--- src/rtl/bpg_pkg.sv ---
package bpg_pkg;
  localparam int CNT_W    = 16;
  localparam int BURST_W  = 4;
  localparam int NUM_LEGS = 2;

  typedef logic [CNT_W-1:0]   cnt_t;
  typedef logic [BURST_W-1:0] bcnt_t;

  typedef struct packed {
    cnt_t rise;
    cnt_t fall;
  } leg_win_t;
endpackage

--- src/rtl/bpg_timebase.sv ---
module bpg_timebase
  import bpg_pkg::*;
(
  input  logic  clk_i,
  input  logic  rst_ni,
  input  logic  start_i,
  input  cnt_t  period_i,
  input  bcnt_t len_i,
  output logic  accept_o,
  output logic  busy_o,
  output cnt_t  cnt_o,
  output bcnt_t idx_o,
  output logic  done_o
);
  logic  busy_q, done_q;
  cnt_t  cnt_q, per_q;
  bcnt_t idx_q, len_q;
  logic  last_tick, last_per;

  assign accept_o  = start_i && !busy_q && (len_i != '0);
  assign last_tick = (cnt_q == per_q - cnt_t'(1));
  assign last_per  = (idx_q == len_q - bcnt_t'(1));

  always_ff @(posedge clk_i or negedge rst_ni) begin
    if (!rst_ni) begin
      busy_q <= 1'b0;
      done_q <= 1'b0;
      cnt_q  <= '0;
      per_q  <= '0;
      idx_q  <= '0;
      len_q  <= '0;
    end else begin
      done_q <= 1'b0;
      if (!busy_q) begin
        if (accept_o) begin
          busy_q <= 1'b1;
          cnt_q  <= '0;
          idx_q  <= '0;
          per_q  <= period_i;
          len_q  <= len_i;
        end
      end else if (last_tick) begin
        cnt_q <= '0;
        if (last_per) begin
          busy_q <= 1'b0;
          done_q <= 1'b1;
        end else begin
          idx_q <= idx_q + bcnt_t'(1);
        end
      end else begin
        cnt_q <= cnt_q + cnt_t'(1);
      end
    end
  end

  assign busy_o = busy_q;
  assign cnt_o  = cnt_q;
  assign idx_o  = idx_q;
  assign done_o = done_q;
endmodule

--- src/rtl/bpg_edge_cmp.sv ---
module bpg_edge_cmp
  import bpg_pkg::*;
(
  input  logic     clk_i,
  input  logic     rst_ni,
  input  logic     load_i,
  input  leg_win_t win_i,
  input  logic     busy_i,
  input  cnt_t     cnt_i,
  output logic     drv_o
);
  leg_win_t win_q;
  logic     drv_q;

  always_ff @(posedge clk_i or negedge rst_ni) begin
    if (!rst_ni) begin
      win_q <= '0;
      drv_q <= 1'b0;
    end else begin
      if (load_i) win_q <= win_i;
      drv_q <= busy_i && (cnt_i >= win_q.rise) && (cnt_i < win_q.fall);
    end
  end

  assign drv_o = drv_q;
endmodule

--- src/rtl/bpg_sample_gate.sv ---
module bpg_sample_gate
  import bpg_pkg::*;
(
  input  logic  clk_i,
  input  logic  rst_ni,
  input  logic  load_i,
  input  cnt_t  samp_cnt_i,
  input  bcnt_t len_i,
  input  bcnt_t back_i,
  input  logic  busy_i,
  input  cnt_t  cnt_i,
  input  bcnt_t idx_i,
  output logic  samp_o
);
  cnt_t  samp_q;
  bcnt_t tgt_q;
  logic  arm_q, samp_r;

  always_ff @(posedge clk_i or negedge rst_ni) begin
    if (!rst_ni) begin
      samp_q <= '0;
      tgt_q  <= '0;
      arm_q  <= 1'b0;
      samp_r <= 1'b0;
    end else begin
      if (load_i) begin
        samp_q <= samp_cnt_i;
        tgt_q  <= len_i - bcnt_t'(1) - back_i;
        arm_q  <= (back_i < len_i);
      end
      samp_r <= busy_i && arm_q && (idx_i == tgt_q) && (cnt_i == samp_q);
    end
  end

  assign samp_o = samp_r;
endmodule

--- src/rtl/burst_pulse_gen.sv ---
module burst_pulse_gen
  import bpg_pkg::*;
(
  input  logic                 clk_i,
  input  logic                 rst_ni,
  input  logic                 start_i,
  input  logic [CNT_W-1:0]     period_i,
  input  logic [CNT_W-1:0]     rise_a_i,
  input  logic [CNT_W-1:0]     fall_a_i,
  input  logic [CNT_W-1:0]     rise_b_i,
  input  logic [CNT_W-1:0]     fall_b_i,
  input  logic [CNT_W-1:0]     samp_cnt_i,
  input  logic [BURST_W-1:0]   burst_len_i,
  input  logic [BURST_W-1:0]   meas_back_i,
  output logic                 drv_a_o,
  output logic                 drv_b_o,
  output logic                 samp_o,
  output logic                 done_o
);
  logic     accept, busy;
  cnt_t     cnt;
  bcnt_t    idx;
  leg_win_t leg_win [NUM_LEGS];
  logic     leg_drv [NUM_LEGS];

  bpg_timebase u_tb (
    .clk_i    (clk_i),
    .rst_ni   (rst_ni),
    .start_i  (start_i),
    .period_i (period_i),
    .len_i    (burst_len_i),
    .accept_o (accept),
    .busy_o   (busy),
    .cnt_o    (cnt),
    .idx_o    (idx),
    .done_o   (done_o)
  );

  assign leg_win[0] = '{rise: rise_a_i, fall: fall_a_i};
  assign leg_win[1] = '{rise: rise_b_i, fall: fall_b_i};

  for (genvar g = 0; g < NUM_LEGS; g++) begin : g_leg
    bpg_edge_cmp u_cmp (
      .clk_i  (clk_i),
      .rst_ni (rst_ni),
      .load_i (accept),
      .win_i  (leg_win[g]),
      .busy_i (busy),
      .cnt_i  (cnt),
      .drv_o  (leg_drv[g])
    );
  end

  assign drv_a_o = leg_drv[0];
  assign drv_b_o = leg_drv[1];

  bpg_sample_gate u_smp (
    .clk_i      (clk_i),
    .rst_ni     (rst_ni),
    .load_i     (accept),
    .samp_cnt_i (samp_cnt_i),
    .len_i      (burst_len_i),
    .back_i     (meas_back_i),
    .busy_i     (busy),
    .cnt_i      (cnt),
    .idx_i      (idx),
    .samp_o     (samp_o)
  );
endmodule

--- config.mk ---
export PLATFORM = sky130hd
export DESIGN_NAME = burst_pulse_gen
export DESIGN_NICKNAME = d
export VERILOG_FILES = /design/src/rtl/bpg_pkg.sv /design/src/rtl/bpg_timebase.sv /design/src/rtl/bpg_edge_cmp.sv /design/src/rtl/bpg_sample_gate.sv /design/src/rtl/burst_pulse_gen.sv
export SDC_FILE = /design/constraint.sdc
export NUM_CORES = 1
export LEC_CHECK = 0
export ABC_AREA = 1
export BUFFER_PORTS_ARGS = -buffer_cell sky130_fd_sc_hd__buf_4
export CAP_MARGIN = 20
export CORE_ASPECT_RATIO = 1.2
export CORE_MARGIN = 2
export CORE_UTILIZATION = 42
export CTS_CLUSTER_SIZE = 8
export DETAILED_ROUTE_END_ITERATION = 8
export PLACE_DENSITY = 0.65
export SYNTH_ARGS = -nofsm -noshare
export SYNTH_HDL_FRONTEND = slang
export SYNTH_HIERARCHICAL = 1
export SYNTH_SLANG_ARGS = --single-unit
--- constraint.sdc ---
create_clock -name clk_i -period 2.5 [get_ports clk_i]
set_input_delay 0.25 -clock clk_i [delete_from_list [all_inputs] [get_ports clk_i]]
set_output_delay 0.25 -clock clk_i [all_outputs]
set_load 0.1 [all_outputs]
## Word level (Yosys, flattened, before mapping)

Cells that the tools add are included.

- Bits in registers: 130
- Input port bits: 107
- Output and inout bits: 4
- Word-level logic and storage cells: 62

- Add/sub/neg operators: 6
- $lt $le $gt $ge: 5
- Equality and inequality tests: 6
- Muxes and demuxes: 14
- Bitwise gates (word level): 1
- Reductions and logical operators: 14

Operators with widths:

| kind | number |
|---|---|
| $mux 16 | 3 |
| $eq 16x16->1 | 2 |
| $ge 16x16->1 | 2 |
| $lt 16x16->1 | 2 |
| $add 16x1->16 const B | 1 |
| $mux 4 | 4 |
| $sub 16x1->16 const B | 1 |
| $logic_and 1x1->1 | 9 |
| $eq 4x4->1 | 2 |
| $sub 4x1->4 const B | 2 |
| $mux 1 | 7 |
| $add 4x1->4 const B | 1 |
| $lt 4x4->1 | 1 |
| $ne 2x2->1 const B | 2 |
| $reduce_bool 4->1 | 1 |
| $sub 4x4->4 | 1 |
| $reduce_and 3->1 | 1 |
| $reduce_and 2->1 | 1 |
| $reduce_bool 2->1 | 1 |
| $logic_not 1->1 | 1 |
| $not 1->1 | 1 |

## Depth between registers and ports, before layout

Gate-level depths: netlist of run 1.

- Word-level depth: 5
- Mapped depth: 14
- Mapped depth without buffers: 14

## Cells and area by module

Netlist of run 1, hierarchy kept.

Modules (own cells, without submodules):

| module | instances | cells an instance | area each (um^2) | sequential area each (um^2) |
|---|---|---|---|---|
| bpg_edge_cmp | 2 | 241 | 1988.2 | 825.8 |
| bpg_timebase | 1 | 410 | 2875.3 | 1051.0 |
| bpg_sample_gate | 1 | 198 | 1358.8 | 550.5 |

## Worst setup path after synthesis of run 1

No wires, ideal clock.

- Path type: flip-flop to flip-flop
- From: register u_tb.per_q[0]
- To: register u_tb.cnt_q[14], in the netlist u_tb/cnt_o[14]
- Setup time: 118 ps
- Data arrival time: 1769 ps
- Data required time: 2382 ps
- Slack: 613 ps
- Cell stages (with the launch flop): 12
- Path buffers: 1
- Period minus slack after synthesis: 1887 ps
- Path through: dfrtp_1 -> inv_2 -> ha_1 -> nand2_2 -> nor2_2 -> xor2_1 -> nand4_1 -> nor2_2 -> nand2_4 -> buf_6 -> nand4_1 -> nand2_1

- Longest elaborated chain between the ends: 4

RTL lines:

| element | line | text |
|---|---|---|
| start: declaration | bpg_timebase.sv:16 | `cnt_t cnt_q, per_q;` |
| start signal: assignment | bpg_timebase.sv:39 | `per_q <= period_i;` |
| $sub 16x1->16 | bpg_timebase.sv:21 | `assign last_tick = (cnt_q == per_q - cnt_t'(1));` |
| $eq 16x16->1 | bpg_timebase.sv:21 |  |
| $mux 16 | bpg_timebase.sv:42 | `end else if (last_tick) begin` |
| $mux 16 | bpg_timebase.sv:34 | `if (!busy_q) begin` |
| end signal: assignment | bpg_timebase.sv:51 | `cnt_q <= cnt_q + cnt_t'(1);` |
| end: declaration | bpg_timebase.sv:16 |  |

Every way passes these cells.
A chain may end at the register's enable or synchronous reset.

## Worst setup path in the final report of run 1

- From: register u_tb.cnt_q[0], in the netlist u_tb/cnt_o[0]
- To: register u_tb.cnt_q[14], in the netlist u_tb/cnt_o[14]

- Longest elaborated chain between the ends: 3
- Elaborated cells between the ends (all ways): 4
- Classes of those cells: 1 x add/sub; 1 x eq/ne; 2 x mux

RTL lines:

| element | line |
|---|---|
| $add 16x1->16 / $eq 16x16->1 (equally long branches) | bpg_timebase.sv:51, bpg_timebase.sv:21 |
| $mux 16 (*) | bpg_timebase.sv:42 |
| $mux 16 (*) | bpg_timebase.sv:34 |

Mark *: on every way between the ends. The rest lies on a longest branch, timed or not.

==> results of run 1 <==
## flip-flops by register name (all words and copies together), names as in the netlist, 2 cells and up
signal and cells:
g_leg.u_cmp/win_q 64, u_smp/samp_q 16, u_tb/cnt_o 16, u_tb/per_q 16, u_smp/tgt_q 4, u_tb/idx_o 4, u_tb/len_q 4, g_leg.u_cmp/drv_o 2
## metal layers
metal	global-route usage [%]	up-vias	wire, µm
met3	4.54	36	903
met5	0	-	0
met1	25.5	3306	9060
met4	5.95	0	403
met2	37.8	191	10500
li1	-	3681	-
## tightest hold or removal path: cells and delay by family
kind / cells / cell delay [ns]
and+or+nand+nor: 2 / 0.09
buffers and inverters: 1 / 0.08
## through the flow
| stage | power [mW] | std cells |
|---|---|---|
| 6_report | 11.4 | 1491 |
| 3_3_place_gp | 8.68 | 1459 |
| 5_1_grt | 12.5 | 1491 |
| 3_5_place_dp | 8.85 | 1459 |
| 2_1_floorplan | 7.28 | 1090 |
| 4_1_cts | 11.5 | 1491 |
## path summary, 6_finish.rpt
| path | endpoint | slack (ns) | cells past startpoint |
|---|---|---|---|
| setup / recovery | u_tb/cnt_o[14] | 0.39 | 10 |
| hold / removal | u_tb/per_q[12] | 0.03 | 3 |
| setup reg to reg | u_tb/cnt_o[14] | 0.39 | 10 |
| hold reg to reg | u_smp/arm_q | 0.48 | 2 |
| max in group asynchronous | g_leg[0].u_cmp/win_q[29] | 1.38 | 3 |
| min in group asynchronous | u_smp/samp_q[7] | 0.41 | 2 |
## final cells by class
type / instances / share of cell area [%]
Clock buffer: 23 / 4.65
Clock inverter: 8 / 1.27
Inverter: 166 / 6.21
Multi-Input combinational cell: 767 / 41.7
Sequential cell: 130 / 32.3
Tap cell: 261 / 3.24
Timing Repair Buffer: 136 / 10.7
## logic make-up (layout without fill, tap and decap cells)
group	Yosys count	count (layout)	share of synthesized area, %
flip-flops	130	130	39.6
buffers and inverters	193	333	9.25
AO/OA/AOI/OAI	131	131	8.32
multiplexers	4	4	0.549
XOR/XNOR	30	30	3.20
adder cells (fa/ha/maj)	74	74	11.4
AND/OR/NAND/NOR	528	528	27.7
## power by group
part / leakage [nW] / total [mW] / switching (mW) / internal (mW)
clock: 0.284 / 2.56 / 0.938 / 1.62
combinational: 3.40 / 5.25 / 3.14 / 2.11
sequential: 1.63 / 3.64 / 0.729 / 2.91
total: 5.31 / 11.4 / 4.80 / 6.63
## cells in the final DEF, fill, tap and decap left out, types with 3 or more instances in the layout
master                      netlist  final
sky130_fd_sc_hd__a21oi_1         24     24
sky130_fd_sc_hd__a31oi_1          3      3
sky130_fd_sc_hd__buf_12           0      4
sky130_fd_sc_hd__buf_4            0    131
sky130_fd_sc_hd__bufinv_16        0      3
sky130_fd_sc_hd__clkbuf_1         4      4
sky130_fd_sc_hd__clkbuf_16        0     17
sky130_fd_sc_hd__dfrtp_1        130    130
sky130_fd_sc_hd__ha_1            73     73
sky130_fd_sc_hd__inv_1          155    155
sky130_fd_sc_hd__inv_2           10     10
sky130_fd_sc_hd__mux2_1           3      3
sky130_fd_sc_hd__nand2_1        363    363
sky130_fd_sc_hd__nand2_2          4      4
sky130_fd_sc_hd__nand3_1         37     37
sky130_fd_sc_hd__nand3_2          5      5
sky130_fd_sc_hd__nand3b_1         5      5
sky130_fd_sc_hd__nand4_1         20     20
sky130_fd_sc_hd__nor2_1          62     62
sky130_fd_sc_hd__nor2_2          13     13
sky130_fd_sc_hd__nor2_4           3      3
sky130_fd_sc_hd__nor3_1           3      3
sky130_fd_sc_hd__o21a_1           4      4
sky130_fd_sc_hd__o21ai_0         32     32
sky130_fd_sc_hd__o21ai_1         62     62
sky130_fd_sc_hd__o21bai_1         5      5
sky130_fd_sc_hd__or2_2            3      3
sky130_fd_sc_hd__xnor2_1         10     10
sky130_fd_sc_hd__xor2_1          20     20
## timing repair
item	4_1_cts	5_1_grt
endpoints found under the hold margin	44	0
hold buffers	1	0
resized for setup	0	0
==> metrics.log, run 1 <==
[metrics] area taken by multi-input logic gates: 0.00420 mm²
[metrics] Max Slew Vio Count: 0
[metrics] initial standard-cell utilization of the core: 42.5%
[metrics] combined flip-flop and latch cell area: 0.00325 mm²
[metrics] drt total wl: 20.9 mm
[metrics] actual transition at the worst max-transition pin: 0.676 ns
[metrics] worst max-slew margin expressed relative to the limit: 54.9%
[metrics] CP delay by family, top: simple AND/OR/NAND/NOR gates
[metrics] EDFF count, synth: 0
[metrics] minimum hold slack: 0.0265 ns
[metrics] buffers plus inverters on the worst setup path: 1
[metrics] Final Instance Area: 0.0101 mm²
[metrics] max-cap violation count: 0
[metrics] routability cong.: 0.888
[metrics] result of the run: finished, final reports clean
[metrics] root buffer selected by CTS: sky130_fd_sc_hd__clkbuf_16
[metrics] static leakage: 5.31 nW
[metrics] hold wc startpoint: period_i[12]
[metrics] slowest cell on the critical path: sky130_fd_sc_hd__dfrtp_1
[metrics] worst slack, placed: 0.427 ns
[metrics] unrepaired setup endpoints after global routing: false
[metrics] most numerous cell in the Yosys netlist: sky130_fd_sc_hd__nand2_1
[metrics] post-synth design cell area: 0.00821 mm²
[metrics] number of cells produced by synthesis: 1090
[metrics] average cell area after synthesis: 7.53 µm²
[metrics] f_max: 474 MHz
[metrics] number of placement rows: 56
[metrics] Netlist cell types: 40
[metrics] Hold Crit Class: in -> reg
[metrics] CTS Buffer Depth: 2
[metrics] Hold Vio Cnt, Final: 0
[metrics] Clock transition at path regs: 0.06 ns
[metrics] Vias: 7214
[metrics] iteration count of the initial detailed-routing pass: 5
[metrics] core region area: 0.0193 mm²
[metrics] residual antenna-violating net count after detailed routing: 0
[metrics] accumulated negative setup slack: 0 ns
[metrics] number of input and output port buffers inserted: 110
[metrics] count of H-tree levels built during CTS: 4
[metrics] worst path required time: 2.86 ns
[metrics] dpl hpwl: 15.3 mm
[metrics] maximum number of pins on one net before global-route repair: 50
[metrics] Placement Cell Area: 0.00947 mm²
[metrics] clock tree from TritonCTS: yes
[metrics] I/O pin count: 111
[metrics] Worst IR Drop VDD: 610 µV
[metrics] smallest setup slack after layout: 0.390 ns
[metrics] synthesized netlist net count: 1271
[metrics] commonest cells in the synthesized netlist: sky130_fd_sc_hd__nand2_1, sky130_fd_sc_hd__inv_1, sky130_fd_sc_hd__dfrtp_1
[metrics] GR Overflow Total: 0
[metrics] die area: 0.0207 mm²
[metrics] crit path capture type: flop
[metrics] total of flip-flops plus latches after synthesis: 130
[metrics] share of the synthesized area in the top cell type: 39.6%
[metrics] clock period minus final worst setup slack: 2.11 ns
[metrics] most used flip-flop cell after synthesis: sky130_fd_sc_hd__dfrtp_1
[metrics] Filler Cells Inserted: 1868
[metrics] Final #Nets: 1399
[metrics] diodes inserted: 0
[metrics] clock sink count: 130
[metrics] fraction of registers with async set or reset after synthesis: 100%
[metrics] antenna violations before repair: 0
[metrics] PwrDens: 1140 mW/mm²
[metrics] clock latency on the worst-skew pair: 0.43 ns
[metrics] crit path cell chain: ha_1 > nand3_1 > inv_1 > nand4_1 > or2_2 > nor2_1 > nand2_1 > o21bai_1 > nand4_1 > nand2_1
[metrics] number of CTS-inserted buffers: 17
[metrics] portion of the clock cycle consumed by the worst path in the final layout: 84.4%
[metrics] layout-stage area growth over the synthesis result: 22.7%
[metrics] number of setup violations in the final report: 0
[metrics] origin of the worst setup path: u_tb/cnt_o[0]
[metrics] routed length per placed instance: 14.0 µm
[metrics] Die Wd: 132 µm
[metrics] global-route wire length before repair: 34.3 mm
[metrics] vias per std cell: 4.84
[metrics] library cell occupying the most area in the post-synthesis netlist: sky130_fd_sc_hd__dfrtp_1
[metrics] drt initial violations: 451
[metrics] warnings from Yosys: 6
[metrics] die outline height: 157 µm
[metrics] via count of the first global-routing pass: 6994
[metrics] crit-path max FO: 9
[metrics] register area share after synthesis: 39.6%
[metrics] fraction of final layout cells with drive strength greater than 1: 16.9%
[metrics] total global routing track utilization: 21.1%
[metrics] cell types with the largest area share after synthesis: sky130_fd_sc_hd__dfrtp_1, sky130_fd_sc_hd__nand2_1, sky130_fd_sc_hd__ha_1
[metrics] worst setup path category: reg -> reg
[metrics] Worst setup SP type: flop
[metrics] final core occ: 52.1%
[metrics] Worst R2R Start: u_tb/cnt_o[0]
[metrics] stage delay of the slowest cell on the critical path: 0.56 ns
[metrics] setup clock skew after layout: 0.00892 ns
[metrics] count of buffers added by post-CTS timing repair for setup: 0
[metrics] DRC viols: 0
[metrics] Arrival @ worst endpoint: 2.47 ns
Note: power is estimated with default switching activity, not from simulation.
==> run 2, diff against run 1 <==
- PLACE_DENSITY: 0.65 -> 0.68
- clock period: 2.5 -> 1.8 ns (I/O delays scaled with it)
==> run 2 against run 1 <==
Compared with the run above:
- the flow now finishes with violations (negative setup slack)
- clock-buffer cell count down 3
- utilization up 7.4 points
- die area unchanged
- worst setup slack worse by 0.61 ns
- worst hold slack worse by 0.021 ns
- cell count up 8.6%
- cell area up 14%
- via count up 6.5%
- non-clock buffer count up 129
- register-to-register slack worse by 0.61 ns
- critical path type unchanged
- highest routed layer unchanged
==> metrics.log, run 2 (synthesis results as in run 1) <==
[metrics] accumulated negative setup slack: -3.33 ns (-3.33 ns)
[metrics] residual antenna-violating net count after detailed routing: 0 (unchanged)
[metrics] total instance count after detailed placement: 1496 (+2.5%)
[metrics] clock period minus final worst setup slack: 2.02 ns (-0.0889 ns)
[metrics] number of input and output port buffers inserted: 110 (unchanged)
[metrics] GR Overflow Total: 0 (unchanged)
[metrics] drt total wl: 22.2 mm (+6.5%)
[metrics] dpl hpwl: 15.7 mm (+2.5%)
[metrics] diodes inserted: 0 (unchanged)
[metrics] actual transition at the worst max-transition pin: 0.521 ns (-0.155 ns)
[metrics] vias per std cell: 4.75 (-1.9%)
[metrics] Worst setup SP type: flop
[metrics] minimum hold slack: 0.00550 ns (-0.0209 ns)
[metrics] core region area: 0.0193 mm² (unchanged)
[metrics] fraction of final layout cells with drive strength greater than 1: 20.8% (+3.9 points)
[metrics] top routing layer in use: met4
[metrics] initial standard-cell utilization of the core: 42.5% (unchanged)
[metrics] portion of the clock cycle consumed by the worst path in the final layout: 112% (+28 points)
[metrics] Die Wd: 132 µm (unchanged)
[metrics] violations in the final reports: negative setup slack
[metrics] layout-stage area growth over the synthesis result: 40.1%
[metrics] DR WL met3: 1.00 mm (+11%)
[metrics] Filler Cells Inserted: 1764 (-5.6%)
[metrics] Max Slew Vio Count: 0 (unchanged)
[metrics] routed length per placed instance: 13.7 µm (-1.9%)
[metrics] static leakage: 5.92 nW (+11%)
[metrics] final core occ: 59.5% (+7.4 points)
[metrics] number of setup violations in the final report: 22 (+22)
[metrics] clock latency on the worst-skew pair: 0.42 ns (about the same)
[metrics] Clock transition at path regs: 0.06 ns (about the same)
[metrics] worst path required time: 2.16 ns (-0.70 ns)
[metrics] area taken by multi-input logic gates: 0.00436 mm² (+3.9%)
[metrics] die area: 0.0207 mm² (unchanged)
[metrics] most frequent standard cell in the layout excluding fill and tap cells: sky130_fd_sc_hd__nand2_1
[metrics] routability cong.: 0.863 (-2.8%)
[metrics] result of the run: finished with violations
[metrics] count of H-tree levels built during CTS: 4 (unchanged)
[metrics] f_max: 495 MHz (+4.4%)
[metrics] Hold Vio Cnt, Final: 0 (unchanged)
[metrics] Vias: 7685 (+6.5%)
[metrics] register name with the most flops: g_leg.u_cmp/win_q
[metrics] max-cap violation count: 0 (unchanged)
[metrics] via count of the first global-routing pass: 7591 (+8.5%)
[metrics] clock tree from TritonCTS: yes
[metrics] Largest register FFs: 64 (unchanged)
[metrics] crit-path max FO: 5 (-4)
[metrics] worst max-slew margin expressed relative to the limit: 65.3% (+10 points)
[metrics] smallest setup slack after layout: -0.221 ns (-0.611 ns)
[metrics] clock sink count: 130 (unchanged)
[metrics] drt initial violations: 365 (-19%)
[metrics] antenna violations before repair: 0 (unchanged)
[metrics] worst setup path category: reg -> reg
[metrics] maximum number of pins on one net before global-route repair: 43 (-14%)
[metrics] unrepaired setup endpoints after global routing: true
[metrics] combined flip-flop and latch cell area: 0.00325 mm² (unchanged)
[metrics] global-route wire length before repair: 36.5 mm (+6.4%)
[metrics] PwrDens: 1480 mW/mm² (+30%)
[metrics] Final #Nets: 1529 (+9.3%)
[metrics] count of non-filler cells in the finished layout: 1619 (+8.6%)
[metrics] setup clock skew after layout: 0.00599 ns (-0.00292 ns)
[metrics] die outline height: 157 µm (unchanged)
[metrics] iteration count of the initial detailed-routing pass: 5 (unchanged)
[metrics] worst slack, placed: -0.131 ns (-0.558 ns)
[metrics] number of placement rows: 56 (unchanged)
[metrics] CTS Buffer Depth: 2 (unchanged)
[metrics] Worst IR Drop VDD: 893 µV (+46%)
[metrics] Hold Crit Class: in -> reg
[metrics] root buffer selected by CTS: sky130_fd_sc_hd__clkbuf_16
[metrics] DRC viols: 0 (unchanged)
[metrics] total global routing track utilization: 22.3% (+1.3 points)
[metrics] met2 wire length: 11.2 mm (+6.8%)
[metrics] crit path capture type: flop
[metrics] Arrival @ worst endpoint: 2.38 ns (-0.09 ns)
[metrics] I/O pin count: 111 (unchanged)
[metrics] metal1 wirelength: 9.45 mm (+4.2%)
[metrics] number of CTS-inserted buffers: 17 (unchanged)
[metrics] commonest cells after routing, fill and taps aside: sky130_fd_sc_hd__nand2_1, sky130_fd_sc_hd__buf_4, sky130_fd_sc_hd__inv_1
-- run 2: cell types whose count changed in the layout (fill, tap and decap cells not counted), sizes merged --
| cell | before | now |
|---|---|---|
| buf | 135 | 179 |
| clkinvlp | 2 | 3 |
| bufinv | 3 | 4 |
| inv | 167 | 166 |
| dlygate4sd3 | 1 | 86 |
| nand2 | 368 | 369 |
| clkbuf | 23 | 20 |
-- run 2: routing by layer --
metal / global-route usage [%] / vias to the layer above
met5: 0 / -
met4: 8.39 / 0
met3: 4.38 / 36
met2: 40.1 / 175
met1: 26.6 / 3543
li1: - / 3931
-- run 2: worst paths after layout --
check / slack [ns] / cells past startpoint / start / to
min in group asynchronous: 0.28 / 2 / rst_ni / u_smp/samp_q[3]
max in group asynchronous: 0.86 / 3 / rst_ni / g_leg[1].u_cmp/win_q[4]
max reg2reg: -0.22 / 15 / u_tb/per_q[1] / u_tb/idx_o[2]
min: 0.006 / 3 / period_i[1] / u_tb/per_q[1]
min reg2reg: 0.49 / 1 / g_leg[0].u_cmp/win_q[0] / g_leg[0].u_cmp/win_q[0]
max: -0.22 / 15 / u_tb/per_q[1] / u_tb/idx_o[2]
-- run 2: layout make-up --
class / instances / share of cell area (%)
Tap cell: 261 / 2.84
Sequential cell: 130 / 28.3
Clock buffer: 20 / 4.06
Timing Repair Buffer: 265 / 20.1
Multi-Input combinational cell: 768 / 37.9
Clock inverter: 9 / 1.36
Inverter: 166 / 5.44
-- run 2: critical path, cell delays in order, from the launching register on --
cell and delay, ns:
sky130_fd_sc_hd__dfrtp_1 0.41, sky130_fd_sc_hd__inv_2 0.09, sky130_fd_sc_hd__ha_4 0.16, sky130_fd_sc_hd__nand2_4 0.08
sky130_fd_sc_hd__nor2_4 0.16, sky130_fd_sc_hd__nand2_2 0.07, sky130_fd_sc_hd__nand2_2 0.07, sky130_fd_sc_hd__nand2_2 0.06
sky130_fd_sc_hd__nor2_2 0.12, sky130_fd_sc_hd__nand3_2 0.11, sky130_fd_sc_hd__nor2_4 0.14, sky130_fd_sc_hd__buf_12 0.14
sky130_fd_sc_hd__nand3_4 0.11, sky130_fd_sc_hd__nand2_4 0.11, sky130_fd_sc_hd__nand2_2 0.06, sky130_fd_sc_hd__nand2_2 0.06
-- run 2: repair_timing --
item | CTS | global route
hold buffers | 86 | 0
pin swaps | 13 | 17
cloned | 1 | 0
hold endpoints to repair | 115 | 0
resized for setup | 15 | 21
buffers inserted | 5 | 2
setup endpoints to repair | 22 | 23
-- run 2: report_power, final --
group          total, mW  internal (mW)  switching [mW]  leakage (nW)
Combinational       8.61           3.61            5.00          3.99
Clock               3.68           2.40            1.27         0.296
Sequential          4.73           4.05           0.689          1.63
-- run 2: per-stage QoR --
stage / power, mW / area (µm²)
after floorplan: 10.2 / 8240
after global placement: 12.5 / 9800
after detailed placement: 12.8 / 9800
after CTS: 16.9 / 11400
after global routing: 18.5 / 11500
final: 17.0 / 11500
